`src/rtl/dbgtrig_pkg.sv`:
```
package dbgtrig_pkg;

    localparam int NTRIG = 10;
    localparam int NPAIR = NTRIG / 2;
    localparam int NFE   = 4;
    localparam int NBE   = NTRIG - NFE;

    typedef enum logic [1:0] {
        EV_FETCH = 2'd0,
        EV_LOAD  = 2'd1,
        EV_STORE = 2'd2
    } ev_e;

    typedef enum logic [1:0] {
        MD_EQ   = 2'd0,
        MD_NONE = 2'd1,
        MD_GE   = 2'd2,
        MD_LT   = 2'd3
    } mode_e;

    typedef struct packed {
        logic [1:0] mode;
        logic       sel;
        logic       tim;
        logic       act;
    } tcfg_t;

    // event kind watched by trigger t (low member first in each pair)
    function automatic ev_e ev_of(input int t);
        ev_e k;
        case (t / 2)
            0:       k = EV_FETCH;
            1:       k = EV_STORE;
            2:       k = EV_LOAD;
            3:       k = (t % 2 == 0) ? EV_FETCH : EV_STORE;
            default: k = (t % 2 == 0) ? EV_FETCH : EV_LOAD;
        endcase
        return k;
    endfunction

    // fetch-side slot of trigger t, or -1
    function automatic int fe_pos(input int t);
        int n;
        n = 0;
        for (int i = 0; i < t; i++) begin
            if (ev_of(i) == EV_FETCH) n++;
        end
        return (ev_of(t) == EV_FETCH) ? n : -1;
    endfunction

    // memory-side slot of trigger t, or -1
    function automatic int be_pos(input int t);
        int n;
        n = 0;
        for (int i = 0; i < t; i++) begin
            if (ev_of(i) != EV_FETCH) n++;
        end
        return (ev_of(t) != EV_FETCH) ? n : -1;
    endfunction

    // trigger held in fetch slot k
    function automatic int fe_trig(input int k);
        int r;
        r = 0;
        for (int t = 0; t < NTRIG; t++) begin
            if (fe_pos(t) == k) r = t;
        end
        return r;
    endfunction

    // trigger held in memory slot k
    function automatic int be_trig(input int k);
        int r;
        r = 0;
        for (int t = 0; t < NTRIG; t++) begin
            if (be_pos(t) == k) r = t;
        end
        return r;
    endfunction

endpackage

```
`src/rtl/dbgtrig_regs.sv`:
```
module dbgtrig_regs
    import dbgtrig_pkg::*;
#(
    parameter int TW = 64
) (
    input  logic                       clk,
    input  logic                       rst_n,
    input  logic                       clr,
    input  logic                       fwr_vld,
    input  logic [1:0]                 fwr_idx,
    input  tcfg_t                      fwr_cfg,
    input  logic                       fwr_chain,
    input  logic [TW-1:0]              fwr_cmp,
    input  logic                       mwr_vld,
    input  logic [2:0]                 mwr_idx,
    input  tcfg_t                      mwr_cfg,
    input  logic                       mwr_chain,
    input  logic [TW-1:0]              mwr_cmp,
    output logic [NTRIG-1:0]           armed_o,
    output tcfg_t [NTRIG-1:0]          cfg_o,
    output logic [NTRIG-1:0][TW-1:0]   cmp_o,
    output logic [NPAIR-1:0]           chain_o
);

    for (genvar t = 0; t < NTRIG; t++) begin : g_trig
        localparam int FP = fe_pos(t);
        localparam int BP = be_pos(t);

        logic          we;
        tcfg_t         wcfg;
        logic          wchain;
        logic [TW-1:0] wcmp;
        logic          armed_q;
        tcfg_t         cfg_q;
        logic [TW-1:0] cmp_q;

        if (FP >= 0) begin : g_fe
            assign we     = fwr_vld && (fwr_idx == 2'(FP));
            assign wcfg   = fwr_cfg;
            assign wchain = fwr_chain;
            assign wcmp   = fwr_cmp;
        end else begin : g_be
            assign we     = mwr_vld && (mwr_idx == 3'(BP));
            assign wcfg   = mwr_cfg;
            assign wchain = mwr_chain;
            assign wcmp   = mwr_cmp;
        end

        always_ff @(posedge clk) begin
            if (!rst_n) begin
                armed_q <= 1'b0;
                cfg_q   <= '0;
                cmp_q   <= '0;
            end else if (clr) begin
                armed_q <= 1'b0;
            end else if (we) begin
                armed_q <= 1'b1;
                cfg_q   <= wcfg;
                cmp_q   <= wcmp;
            end
        end

        assign armed_o[t] = armed_q;
        assign cfg_o[t]   = cfg_q;
        assign cmp_o[t]   = cmp_q;

        if (t % 2 == 0) begin : g_chain
            logic chain_q;
            always_ff @(posedge clk) begin
                if (!rst_n) begin
                    chain_q <= 1'b0;
                end else if (!clr && we) begin
                    chain_q <= wchain;
                end
            end
            assign chain_o[t/2] = chain_q;
        end else begin : g_nochain
            logic unused_chain;
            assign unused_chain = wchain;
        end
    end

endmodule

```
`src/rtl/dbgtrig_cmp.sv`:
```
module dbgtrig_cmp
    import dbgtrig_pkg::*;
#(
    parameter int TW = 64
) (
    input  logic          armed,
    input  logic          ev_vld,
    input  logic          blocked,
    input  logic [1:0]    mode,
    input  logic [TW-1:0] operand,
    input  logic [TW-1:0] cmp,
    output logic          hit
);

    logic rel;

    always_comb begin
        unique case (mode_e'(mode))
            MD_EQ:   rel = (operand == cmp);
            MD_GE:   rel = (operand >= cmp);
            MD_LT:   rel = (operand <  cmp);
            default: rel = 1'b0;
        endcase
        hit = armed && ev_vld && !blocked && rel;
    end

endmodule

```
`src/rtl/dbgtrig_pair.sv`:
```
module dbgtrig_pair #(
    parameter bit NEVER_CHAIN = 1'b0
) (
    input  logic m_lo,
    input  logic m_hi,
    input  logic t_lo,
    input  logic t_hi,
    input  logic chain,
    output logic f_lo,
    output logic f_hi
);

    logic joint;

    always_comb begin
        joint = m_lo && m_hi && (t_lo == t_hi) && !NEVER_CHAIN;
        if (chain) begin
            f_lo = joint;
            f_hi = joint;
        end else begin
            f_lo = m_lo;
            f_hi = m_hi;
        end
    end

endmodule

```
`src/rtl/dbgtrig_unit.sv`:
```
module dbgtrig_unit
    import dbgtrig_pkg::*;
#(
    parameter int TW = 64
) (
    input  logic          clk,
    input  logic          rst_n,
    input  logic          clr,
    input  logic          fwr_vld,
    input  logic [1:0]    fwr_idx,
    input  logic [1:0]    fwr_mode,
    input  logic          fwr_sel,
    input  logic          fwr_tim,
    input  logic          fwr_act,
    input  logic          fwr_chain,
    input  logic [TW-1:0] fwr_cmp,
    input  logic          mwr_vld,
    input  logic [2:0]    mwr_idx,
    input  logic [1:0]    mwr_mode,
    input  logic          mwr_sel,
    input  logic          mwr_tim,
    input  logic          mwr_act,
    input  logic          mwr_chain,
    input  logic [TW-1:0] mwr_cmp,
    input  logic          fe_vld,
    input  logic [TW-1:0] fe_pc,
    input  logic          ld_vld,
    input  logic [TW-1:0] ld_addr,
    input  logic          st_vld,
    input  logic [TW-1:0] st_addr,
    input  logic [TW-1:0] st_data,
    output logic [NFE-1:0] hit_fe,
    output logic [NBE-1:0] hit_be,
    output logic          hit_any,
    output logic          hit_now,
    output logic          hit_next,
    output logic          hit_act
);

    logic [NTRIG-1:0]         armed;
    tcfg_t [NTRIG-1:0]        cfg;
    logic [NTRIG-1:0][TW-1:0] cmp;
    logic [NPAIR-1:0]         chain;
    logic [NTRIG-1:0]         match;
    logic [NTRIG-1:0]         fire;
    logic [NTRIG-1:0]         tim_v;
    logic [NTRIG-1:0]         act_v;

    dbgtrig_regs #(.TW(TW)) u_regs (
        .clk       (clk),
        .rst_n     (rst_n),
        .clr       (clr),
        .fwr_vld   (fwr_vld),
        .fwr_idx   (fwr_idx),
        .fwr_cfg   ('{mode: fwr_mode, sel: fwr_sel, tim: fwr_tim, act: fwr_act}),
        .fwr_chain (fwr_chain),
        .fwr_cmp   (fwr_cmp),
        .mwr_vld   (mwr_vld),
        .mwr_idx   (mwr_idx),
        .mwr_cfg   ('{mode: mwr_mode, sel: mwr_sel, tim: mwr_tim, act: mwr_act}),
        .mwr_chain (mwr_chain),
        .mwr_cmp   (mwr_cmp),
        .armed_o   (armed),
        .cfg_o     (cfg),
        .cmp_o     (cmp),
        .chain_o   (chain)
    );

    // one comparator per trigger, event source picked by its pair binding
    for (genvar t = 0; t < NTRIG; t++) begin : g_cmp
        localparam ev_e KIND = ev_of(t);
        logic          vld;
        logic          blk;
        logic [TW-1:0] opnd;

        if (KIND == EV_FETCH) begin : g_f
            assign vld  = fe_vld;
            assign blk  = cfg[t].sel;
            assign opnd = fe_pc;
        end else if (KIND == EV_LOAD) begin : g_l
            assign vld  = ld_vld;
            assign blk  = cfg[t].sel;
            assign opnd = ld_addr;
        end else begin : g_s
            assign vld  = st_vld;
            assign blk  = 1'b0;
            assign opnd = cfg[t].sel ? st_data : st_addr;
        end

        dbgtrig_cmp #(.TW(TW)) u_cmp (
            .armed   (armed[t]),
            .ev_vld  (vld),
            .blocked (blk),
            .mode    (cfg[t].mode),
            .operand (opnd),
            .cmp     (cmp[t]),
            .hit     (match[t])
        );

        assign tim_v[t] = cfg[t].tim;
        assign act_v[t] = cfg[t].act;
    end

    for (genvar p = 0; p < NPAIR; p++) begin : g_pair
        localparam bit SS = (ev_of(2*p) == EV_STORE) && (ev_of(2*p+1) == EV_STORE);
        dbgtrig_pair #(.NEVER_CHAIN(SS)) u_pair (
            .m_lo  (match[2*p]),
            .m_hi  (match[2*p+1]),
            .t_lo  (tim_v[2*p]),
            .t_hi  (tim_v[2*p+1]),
            .chain (chain[p]),
            .f_lo  (fire[2*p]),
            .f_hi  (fire[2*p+1])
        );
    end

    logic [NFE-1:0] fe_d;
    logic [NBE-1:0] be_d;

    for (genvar k = 0; k < NFE; k++) begin : g_feo
        assign fe_d[k] = fire[fe_trig(k)];
    end
    for (genvar k = 0; k < NBE; k++) begin : g_beo
        assign be_d[k] = fire[be_trig(k)];
    end

    always_ff @(posedge clk) begin
        if (!rst_n || clr) begin
            hit_fe   <= '0;
            hit_be   <= '0;
            hit_any  <= 1'b0;
            hit_now  <= 1'b0;
            hit_next <= 1'b0;
            hit_act  <= 1'b0;
        end else begin
            hit_fe   <= fe_d;
            hit_be   <= be_d;
            hit_any  <= |fire;
            hit_now  <= |(fire & ~tim_v);
            hit_next <= |(fire & tim_v);
            hit_act  <= |(fire & act_v);
        end
    end

endmodule

```
`config.mk`:
```
export PLATFORM = sky130hd
export DESIGN_NAME = dbgtrig_unit
export DESIGN_NICKNAME = d
export VERILOG_FILES = /design/src/rtl/dbgtrig_pkg.sv /design/src/rtl/dbgtrig_regs.sv /design/src/rtl/dbgtrig_cmp.sv /design/src/rtl/dbgtrig_pair.sv /design/src/rtl/dbgtrig_unit.sv
export SDC_FILE = /design/constraint.sdc
export NUM_CORES = 2
export LEC_CHECK = 0
export ABC_AREA = 0
export BUFFER_PORTS_ARGS = -buffer_cell sky130_fd_sc_hd__buf_4
export CELL_PAD_IN_SITES_DETAIL_PLACEMENT = 1
export CELL_PAD_IN_SITES_GLOBAL_PLACEMENT = 1
export CORE_ASPECT_RATIO = 2
export CORE_UTILIZATION = 35
export CTS_CLUSTER_DIAMETER = 120
export DETAILED_ROUTE_END_ITERATION = 16
export PLACE_DENSITY = 0.78
export SLEW_MARGIN = 0
export SYNTH_ARGS = -nofsm -noshare
export SYNTH_HDL_FRONTEND = slang
export SYNTH_SLANG_ARGS = --single-unit
```
`constraint.sdc`:
```
create_clock -name clk -period 3.4 [get_ports clk]
set_input_delay 0.34 -clock clk [delete_from_list [all_inputs] [get_ports clk]]
set_output_delay 0.34 -clock clk [all_outputs]
set_load 0.05 [all_outputs]
```
# After elaboration in Yosys (flattened, before gate mapping)
# Index checks and enable logic that the tools add are counted.
[word_totals]
input_bits = 409
word_cells = 249
regBits = 719
out_inout_bits = 14
[op_classes]
eq_ne = 42
mux = 23
reduce_logical = 87
n_lt_le_gt_ge = 20
bitwise = 6
[ops]
columns = ["cell", "count"]
rows = [
  ["$eq 64x64->1", 10],
  ["$ge 64x64->1", 10],
  ["$lt 64x64->1", 10],
  ["$mux 64", 3],
  ["$logic_and 1x1->1", 50],
  ["$eq 2x2->1 const B", 22],
  ["$reduce_or 10->1", 4],
  ["$and 10x10->10", 3],
  ["$pmux 1 s3", 10],
  ["$logic_not 2->1", 11],
  ["$reduce_and 2->1", 10],
  ["$mux 1", 10],
  ["$not 10->10", 1],
  ["$logic_not 1->1", 9],
  ["$eq 3x2->1 const B", 2],
  ["$eq 3x3->1 const B", 2],
  ["$eq 1x1->1", 4],
  ["$eq 3x1->1 const B", 1],
  ["$logic_not 3->1", 1],
  ["$eq 2x1->1 const B", 1],
  ["$not 1->1", 2],
  ["$reduce_or 2->1", 1],
  ["$logic_or 1x1->1", 1],
]

# Depth between registers and ports, before layout
[logic_depth]
ltp_word = 9
depth_mapped = 14
mapped_depth_nobuf = 12

# By module
# From an unflattened synthesis, not the netlist that was laid out.
[hier_totals]
hier_cells = 5147
hier_area_um2 = 44562.7
[by_module_without_submodules]
columns = ["mod", "seq_area_each_um2", "cells_each", "instances", "area_per_inst_um2"]
rows = [
  ["dbgtrig_regs", 14113.5, 2490, 1, 24332.1],
  ["dbgtrig_cmp", 0.0, 236, 10, 1714.1],
  ["dbgtrig_unit", 280.3, 271, 1, 2946.6],
  ["dbgtrig_pair at g_pair[0].u_pair ...", 0.0, 6, 4, 32.5],
  ["dbgtrig_pair at g_pair[1].u_pair", 0.0, 2, 1, 12.5],
]

# Worst setup path before layout
# Ideal clock, no wire load.
[synth_path]
path_kind = "register to register"
start = "reg u_regs.g_trig[7].cfg_q, in the netlist u_regs.cfg_o[37]"
end = "reg hit_now"
setup_ns = 0.139
t_required_ns = 3.261
path_buffers = 2
stages_incl_launch_ff = 15
synth_period_minus_slack_ns = 3.721
setup_slack_ns = -0.321
arrival_time_ns = 3.582
path_cell_list = "dfxtp_1 -> clkbuf_1 -> clkbuf_1 -> mux2_2 -> ha_1 -> a21oi_1 -> o21ai_1 -> a221o_1 -> o31a_1 -> o21a_1 -> o21a_1 -> nor3_2 -> a21oi_1 -> a2111oi_1 -> a41oi_1"
[synth_between]
elab_chain_len = 9
word_cells_on_any_way = 12
cone_classes = "2 x order compare; 1 x eq/ne; 4 x mux; 1 x bitwise; 4 x reduce/logical"
[synth_rtl]
columns = ["item", "line", "source"]
rows = [
  ["start, declared", "dbgtrig_regs.sv:34", "tcfg_t cfg_q;"],
  ["start signal, assigned", "dbgtrig_regs.sv:58", "cfg_q <= wcfg;"],
  ["$mux 64 (*)", "dbgtrig_unit.sv:87", "assign opnd = cfg[t].sel ? st_data : st_addr;"],
  ["$lt 64x64->1, or another cell as far along", "dbgtrig_cmp.sv:21", "MD_LT: rel = (operand < cmp);"],
  ["$pmux 1 s3 (*)", "dbgtrig_cmp.sv:18", "unique case (mode_e'(mode))"],
  ["$logic_and 1x1->1 (*)", "dbgtrig_cmp.sv:24", "hit = armed && ev_vld && !blocked && rel;"],
  ["$logic_and 1x1->1 (2 in series)", "dbgtrig_pair.sv:16", "joint = m_lo && m_hi && (t_lo == t_hi) && !NEVER_CHAIN;"],
  ["$mux 1", "dbgtrig_pair.sv:17", "if (chain) begin"],
  ["$and 10x10->10 (*)", "dbgtrig_unit.sv:139", "hit_now <= |(fire & ~tim_v);"],
  ["$reduce_or 10->1 (*)", "dbgtrig_unit.sv:139", ""],
  ["end signal, assigned", "dbgtrig_unit.sv:139", ""],
  ["end, declared", "dbgtrig_unit.sv:35", "output logic hit_now,"],
]
# Every way passes the cells marked *; elsewhere a longest branch is shown, timed or not.
# A chain may end at the register's enable or synchronous reset.

# Final worst setup path
# Ends and elaborated chain as after synthesis.

==> flow_summary.yaml <==
critical_path:
  crit_arrival_ns: 4.32
  worstReg2RegEnd: "hit_now"
  crit_chain: "buf_12, buf_12, mux2_2, ha_4, nand4_1, nor2_1, a221o_1, o31a_1, o21a_1, buf_4, o21a_1, nor3_2, buf_4, a21oi_2, a2111oi_2, a41oi_1"
  crit-reg2reg-launch: "u_regs.cfg_o[37]"
  end_kind: "register"
  critPathRequiredTime_ns: 3.91
  reg2regPathDepth: 16
  cpPeakStageDelay_ns: 0.40
  worstSetupPathType: "register to register"
  critPathSlowestCell: "dfxtp_4"
  cp.buffers_inverters: 4
  cp_max_fo: 8
  critPathTopFamily: "compound AO/OA/AOI/OAI gates"
  ff2ff_setup_slack_ns: -0.41
  start_kind: "register"
hold_path:
  worstHoldPathCells: 2
  holdCritPathClass: "input pin to register"
  worstHoldStart: "rst_n"
  min_delay_worst_endpoint: "u_regs.cfg_o[44]"
route:
  drtIter0Drc: 1975
  via_per_inst: 5.41
  drt-wirelength-per-cell_um: 23.0
  drc_errors: 0
  routed_wl_mm: 195
  drtAntennaViolNets: 0
  vias: 45931
  dr.pass1.iters: 5
yosys:
  yosysWarningCount: 0
  netlist_instances: 5805
  synth_seq_cells: 719
  ys_seq_area_share_pct: 31.5
  syn_area_per_cell_um2: 7.86
  synth-edff-count: 0
  syn-cell-area_um2: 45600
  synthFlopType: "dfxtp_1"
  synthArstFlopShare_pct: 0
  syn-num-nets: 6854
  synth_cell_type_count: 80
place:
  hpwl_mm: 145
  port_buffers: 422
  post-place-ws_ns: -0.711
  gp_congestion: 0.967
  dp_cells: 8157
  postPlaceCellArea_um2: 54000
global_routing:
  antenna_found_initial: 20
  gr-usage-all-layers_pct: 28.7
  overflow: 0
  grt_pass1_vias: 50299
  grt_pass1_wl_mm: 289
  grt_max_degree: 213
clocking:
  cts_tree: "built"
  clockBufferDepth: 3
  root_buffer: "clkbuf_16"
  insertion_delay_ns: 0.70
  cts.sink_count: 719
  cts_max_level: 3
  cts_inserted_buffers: 77
  path_clk_slew_ns: 0.07
power_and_ir_drop:
  ir_drop_uv: 401
  p_per_area_nw_per_um2: 362
  leakage_nw: 22.3
cells_and_area:
  nets: 7769
  areaGrowthSynthToFinish_pct: 31.3
  fin_util_pct: 46.2
  drive_above_1_share_pct: 21.1
  fin_area_um2: 59900
  final_cells: 8494
  final_cell_mix: "nand2_1, buf_4, dfxtp_1"
  final_common_cell: "nand2_1"
sta:
  finalClockSkew_ns: 0.0303
  hold_viol: 0
  worst_pin_slew_ns: 1.08
  layout_min_cycle_time_ns: 3.81
  setup_viol: 8
  post-route-period-util_pct: 112
  maxSlewViolCount: 0
  rsz0062_at_grt: "true"
  setup_ws_ns: -0.407
  slew_headroom_pct: 28.0
  fmax_mhz: 263
  hold_slack_ns: 0.114
floorplan:
  coreArea_um2: 130000
  dieHeight_um: 513
  die_w_um: 257
  initial_core_util_pct: 35.2
  rows: 187
  num_io_pins: 423
  dieArea_um2: 132000
run_status:
  failed_checks: "setup timing"
  status: "finished with violations"
flow_run:
  maxCapViolations: 0
sequential cells by signal, indices dropped and copies added (netlist names):
name / cells
u_regs.g_trig.armed_q: 10
hit_next: 1
u_regs.cfg_o: 50
hit_fe: 4
u_regs.g_trig.g_chain.chain_q: 5
u_regs.g_trig.cmp_q: 640
hit_now: 1
hit_any: 1
hit_act: 1
hit_be: 6
worst max path at each step:
stage	from	end	slack, ns	cells past startpoint
6_report	u_regs.cfg_o[37]	hit_now	-0.41	16
5_1_grt	u_regs.cfg_o[17]	hit_act	-0.58	13
4_1_cts	u_regs.cfg_o[37]	hit_now	-0.41	18
3_5_place_dp	u_regs.cfg_o[37]	hit_next	-0.71	16
3_3_place_gp	fe_pc[14]	hit_now	-0.64	18
2_1_floorplan	u_regs.cfg_o[12]	hit_any	0.009	14
worst register-to-register path: cells and delay by family (launching register included):
family,cells,cell delay (ns)
compound gates,7,1.57
fa+ha+maj,1,0.23
buf+inv,4,0.59
flops,1,0.40
mux,1,0.36
simple gates,3,0.49
cell usage after synthesis (8+ instances only):
master / n / area [um2]
nor4_1: 25 / 156
nand2b_1: 10 / 62.6
nand3_1: 78 / 390
inv_1: 668 / 2510
ha_1: 640 / 8010
nor2b_1: 17 / 106
a21o_1: 34 / 255
mux2_2: 190 / 2140
dfxtp_1: 719 / 14400
nand2_1: 1571 / 5900
clkbuf_1: 249 / 935
o21a_1: 11 / 82.6
a31oi_1: 18 / 113
o21ai_0: 87 / 435
a221oi_1: 20 / 175
nor4_2: 8 / 100
and2_1: 11 / 68.8
nor2_1: 87 / 327
nand3b_1: 8 / 60.1
and4_1: 16 / 140
a21oi_1: 271 / 1360
nor3_1: 34 / 170
and3_1: 14 / 87.6
o211ai_1: 20 / 150
nand4_1: 138 / 863
a211oi_1: 27 / 203
a21boi_0: 705 / 5290
stage by stage:
stage          setup TNS [ns]  total power, W
6_report                -1.72          0.0217
5_1_grt                 -3.20          0.0224
4_1_cts                 -1.44          0.0217
3_5_place_dp            -5.09          0.0121
3_3_place_gp            -3.82          0.0119
2_1_floorplan               0          0.0103
routing by layer:
layer	track usage, %	wire length (um)
met4	24.4	18000
met5	0	144
met1	27.1	67500
met3	4.49	8810
met2	53.7	101000
power by group:
part	total (W)	switching (W)	internal, W
combinational	0.00364	0.00195	0.00169
sequential	0.00863	0.0000766	0.00855
clock	0.00940	0.00403	0.00537
logic make-up after synthesis:
family                     after synthesis  synth area share, %
and+or+nand+nor                       2055                 19.2
adders and majority gates              641                 17.6
xor gates and xnor gates                 4               0.0768
buffers and inverters                  920                 7.57
muxes                                  196                 4.83
DFF                                    719                 31.5
AOI/OAI and AO/OA                     1270                 19.2
area by class of cell:
class                           count  area (um2)
Sequential cell                   719       14400
Antenna cell                       11        27.5
Multi-Input combinational cell   4166       29000
Tap cell                         1701        2130
Fill cell                       15589       69700
Clock buffer                      102        2200
Timing Repair Buffer             1088        9090
Clock inverter                     39         543
Inverter                          668        2510
what timing repair did:
item                                    4_1_cts  5_1_grt
setup buffers                                31       10
gates resized for setup                     146       71
gates cloned                                  2        1
endpoints found under the setup margin       11       11
pin swaps                                    61       41
hold buffers                                148        0
hold endpoints to repair                    700        0
Note: power is estimated with default switching activity, not from simulation.
